[src/rtl/udc_pkg.sv]
package udc_pkg;

  typedef enum logic {
    DIR_DOWN = 1'b0,
    DIR_UP   = 1'b1
  } dir_e;

  // Next value of one bit: toggles on a high carry counting up and on a low
  // carry counting down.
  function automatic logic bit_next(input logic q, input logic cin, input logic up);
    return q ^ cin ^ ~up;
  endfunction

  // Carry handed to the bit above.
  function automatic logic carry_next(input logic q, input logic cin, input logic up);
    return up ? (cin & q) : (cin | q);
  endfunction

  // Carry injected at the bottom of the chain.
  function automatic logic carry_inject(input logic en, input logic up);
    return up ? en : ~en;
  endfunction

endpackage

[src/rtl/udc_carry_stage.sv]
module udc_carry_stage
  import udc_pkg::*;
#(
  parameter int BITS = 2
) (
  input  logic            up,
  input  logic            cin,
  input  logic [BITS-1:0] q,
  output logic [BITS-1:0] d,
  output logic            cout
);

  generate
    if (BITS == 1) begin : g_single
      always_comb begin
        d[0] = bit_next(q[0], cin, up);
        cout = carry_next(q[0], cin, up);
      end
    end else begin : g_multi
      logic [BITS:0] c;
      always_comb begin
        c[0] = cin;
        for (int b = 0; b < BITS; b++) begin
          d[b]   = bit_next(q[b], c[b], up);
          c[b+1] = carry_next(q[b], c[b], up);
        end
        cout = c[BITS];
      end
    end
  endgenerate

endmodule

[src/rtl/udc_carry_chain.sv]
module udc_carry_chain
  import udc_pkg::*;
#(
  parameter int WIDTH = 8
) (
  input  logic             up,
  input  logic             en,
  input  logic [WIDTH-1:0] q,
  output logic [WIDTH-1:0] d,
  output logic             cout
);

  localparam int NSTAGE = (WIDTH + 1) / 2;
  localparam bit ODD    = (WIDTH % 2) == 1;

  logic [NSTAGE:0] carry;

  assign carry[0] = carry_inject(en, up);
  assign cout     = carry[NSTAGE];

  for (genvar s = 0; s < NSTAGE; s++) begin : g_stage
    localparam int SB = (ODD && (s == NSTAGE - 1)) ? 1 : 2;
    udc_carry_stage #(.BITS(SB)) u_stage (
      .up  (up),
      .cin (carry[s]),
      .q   (q[2*s +: SB]),
      .d   (d[2*s +: SB]),
      .cout(carry[s+1])
    );
  end

endmodule

[src/rtl/udc_counter.sv]
module udc_counter
  import udc_pkg::*;
#(
  parameter int WIDTH = 8
) (
  input  logic             clk,
  input  logic             rst,
  input  logic             cnt_en,
  input  logic             en_inv,
  input  logic             up,
  output logic [WIDTH-1:0] count,
  output logic             tc
);

  logic             en_eff;
  logic [WIDTH-1:0] count_d;
  logic             chain_cout;
  dir_e             dir;

  assign en_eff = cnt_en ^ en_inv;
  assign dir    = dir_e'(up);

  udc_carry_chain #(.WIDTH(WIDTH)) u_chain (
    .up  (up),
    .en  (en_eff),
    .q   (count),
    .d   (count_d),
    .cout(chain_cout)
  );

  // Counting down, the top carry is low only on an enabled borrow out of zero.
  assign tc = (dir == DIR_UP) ? chain_cout : ~chain_cout;

  always_ff @(posedge clk) begin
    if (rst) count <= '0;
    else     count <= count_d;
  end

  AST_RESET_CLEARS: assert property (@(posedge clk) rst |=> (count == '0));
  AST_UP_STEP: assert property (@(posedge clk) disable iff (rst)
    (en_eff && up) |=> (count == WIDTH'($past(count) + 1'b1)));
  AST_DOWN_STEP: assert property (@(posedge clk) disable iff (rst)
    (en_eff && !up) |=> (count == WIDTH'($past(count) - 1'b1)));
  AST_HOLD_IDLE: assert property (@(posedge clk) disable iff (rst)
    !en_eff |=> $stable(count));
  AST_TC_UP: assert property (@(posedge clk) disable iff (rst)
    (up && tc) |-> (&count));
  AST_TC_DOWN: assert property (@(posedge clk) disable iff (rst)
    (!up && tc) |-> (count == '0));
  AST_TC_IDLE: assert property (@(posedge clk) disable iff (rst)
    !en_eff |-> !tc);

endmodule

[config.mk]
export PLATFORM = sky130hd
export DESIGN_NAME = udc_counter
export DESIGN_NICKNAME = d
export VERILOG_FILES = /design/src/rtl/udc_pkg.sv /design/src/rtl/udc_carry_stage.sv /design/src/rtl/udc_carry_chain.sv /design/src/rtl/udc_counter.sv
export SDC_FILE = /design/constraint.sdc
export NUM_CORES = 1
export LEC_CHECK = 0
export BUFFER_PORTS_ARGS = -buffer_cell sky130_fd_sc_hd__buf_2
export CAP_MARGIN = 30
export CORE_MARGIN = 3
export CORE_UTILIZATION = 25
export CTS_CLUSTER_DIAMETER = 80
export DETAILED_ROUTE_END_ITERATION = 12
export MAX_ROUTING_LAYER = met4
export PLACE_DENSITY = 0.55
export SETUP_SLACK_MARGIN = 0.2
export SLEW_MARGIN = 20
export SYNTH_ARGS = -nofsm -noshare
export SYNTH_HDL_FRONTEND = slang
export SYNTH_HIERARCHICAL = 1
export SYNTH_SLANG_ARGS = --single-unit
[constraint.sdc]
create_clock -name clk -period 5.45 [get_ports clk]
set_clock_uncertainty 0.2 [all_clocks]
set_input_delay 1.09 -clock clk [delete_from_list [all_inputs] [get_ports clk]]
set_output_delay 1.09 -clock clk [all_outputs]
set_load 0.02 [all_outputs]
==> out/metrics.yaml <==
outcome:
  status: "finished, violations left"
  violations: "setup timing"
finish:
  top_regs: "count: 8 flops"
  seq_area_um2: 160
  fin_nets: 118
  multiInputGateArea_um2: 498
  regMostFlops: "count"
  area_growth_pct: 20.5
  drive_gt1_frac: 0.347
  stdcell_count: 125
  mostFrequentLayoutCells: "16 x inv_1, 12 x buf_2, 11 x ha_1"
  largest_register_ffs: 8
  antenna_cells: 0
  finish.instance_area_um2: 876
  final_common_cell: "inv_1"
  fill_cells: 281
placed_design:
  hpwl_um: 879
  placed_area_um2: 821
  dp.cells: 120
  portBuffers: 13
  gp_congestion: 0.677
yosys:
  yosysSeqAreaShare: 0.220
  synth-simple-area-share: 0.103
  synth_cell_types: 11
  synth_top_area_cell: "ha_1"
  synthAdderAreaFrac: 0.275
  synth_area_leaders: "ha_1 28%, dfxtp_1 22%, xnor2_1 12%"
  syn_inst: 79
  syn-num-nets: 100
  synth_xor_area_frac: 0.133
  yosys_warnings: 6
  synth-compound-area-share: 0.0688
  avgSynthCellArea_um2: 9.20
  synth_seq_cells: 8
  synth.top_cell.area_share: 0.275
  synth_top_family_by_area: "adder cells"
  synthMuxAreaShare: 0.0551
  syn_area_um2: 727
clocking:
  ctsHoldBuffers: 0
  cts-buffers-inserted: 3
  h-tree-depth: 1
  cts_num_sinks: 8
  cts.root.buffer_cell: "clkbuf_4"
  insertion_delay_ns: 0.25
  cts.path.max_buffers: 2
  cts_tree: "built"
  cts.clk_slew.worst_paths_ns: 0.05
timing:
  fin_ws_ns: -0.789
  tightest_slew_ns: 0.197
  rsz0062_at_grt: "yes"
  tns_ns: -0.789
  hold_viol: 0
  timing.final.crit_share: 1.14
  finalSetupViolCount: 1
  worst_slew_margin_rel: 0.865
  max_freq_mhz: 160
  slew_viol_final: 0
  min_period_ns: 6.24
floorplanning:
  io_pins: 14
  die_y_um: 59.9
  core_area_mm2: 0.00261
  fp-row-count: 18
  die_area_mm2: 0.00359
  start_util: 0.278
  die_w_um: 59.9
setup_path:
  cp.required_ns: 4.16
  cp_common_cell: "inv_1"
  critPathKind: "in -> out"
  arrival_ns: 4.95
  end_kind: "output port"
  crit_slowest_cell: "xnor2_1"
  cp-start-kind: "input port"
  critPathMaxStageDelay_ns: 0.20
  crit_fanout: 2
global_routing:
  grt_pass1_vias: 523
  overflow: 0
  grt_max_degree: 15
  antenna_found_initial: 0
  grt_usage: 0.0754
  grt_pass1_wl_um: 2050
route:
  routed_wl_um: 1130
  first_pass_iters: 4
  detail-route-antenna-nets: 0
  vias: 508
  routed_via_density: 4.06
  drt-initial-drc-count: 1
  avgRoutedWirePerCell_um: 9.03
  drc: 0
pwr:
  vdd_drop_max_mv: 0.195
  leakagePower_uw: 0.000435
  powerDensity_mw_per_mm2: 487
min_path:
  hold_path_class: "reg -> reg"
run:
  cap_violations: 0
## worst paths after layout
path	endpoint	startpoint	cells after the start	slack, ns
worst max register to register	count[7]	count[0]	28	1.55
worst min register to register	count[3]	count[3]	4	0.53
worst min-delay path	count[3]	count[3]	4	0.53
worst max-delay path	tc	en_inv	33	-0.79
## stage by stage
step	power (uW)	util	hold WS, ns	setup WS [ns]
final	427	0.335	0.526	-0.789
after global routing	477	0.335	0.578	-1.15
after CTS	429	0.330	0.533	-0.847
after detailed placement	370	0.314	0.524	-0.911
after global placement	361	0.314	0.503	-0.766
after floorplan	317	-	0.585	-0.326
## repair_timing
action / 4_1_cts / 5_1_grt
gates resized for setup: 1 / 4
endpoints found under the setup margin: 1 / 2
pin swaps: 1 / 1
buffers inserted: 2 / 0
## critical path: cells and delay by family
family | cells | cell delay, ns
xor+xnor | 3 | 0.49
compound gates | 4 | 0.37
mux | 4 | 0.70
simple gates | 4 | 0.38
fa+ha+maj | 8 | 1.22
buf+inv | 10 | 0.69
## per-layer routing
metal | global-route usage | up-vias | wire (um)
met2 | 0.131 | 11 | 551
met4 | 0 | 0 | 0
met3 | 0.0367 | 0 | 77
met5 | - | - | 0
li1 | - | 272 | -
met1 | 0.0826 | 225 | 501
## cell families after synthesis
kind of cell / Yosys count
XOR/XNOR: 11
multiplexers: 4
AO/OA/AOI/OAI: 8
buffers and inverters: 20
adder cells (fa/ha/maj): 16
flip-flops: 8
AND/OR/NAND/NOR: 12
## synthesized netlist by cell type
master and n:
ha_1 16, nor2b_1 8, mux2i_1 4, xor2_1 1
inv_1 16, nor2_2 4, xnor2_1 10, dfxtp_1 8
a21o_1 4, buf_6 4, a21oi_1 4
## report_power, final
group / leakage (uW) / internal (uW) / switching (uW)
combinational: 0.000355 / 143 / 135
sequential: 0.0000667 / 84.6 / 18.3
clock: 0.0000138 / 25.2 / 20.4
## layout make-up
class | instances | area share
Clock buffer | 3 | 0.0257
Inverter | 16 | 0.0686
Multi-Input combinational cell | 51 | 0.569
Sequential cell | 8 | 0.183
Tap cell | 30 | 0.0429
Timing Repair Buffer | 17 | 0.111
Note: power is estimated with default switching activity, not from simulation.
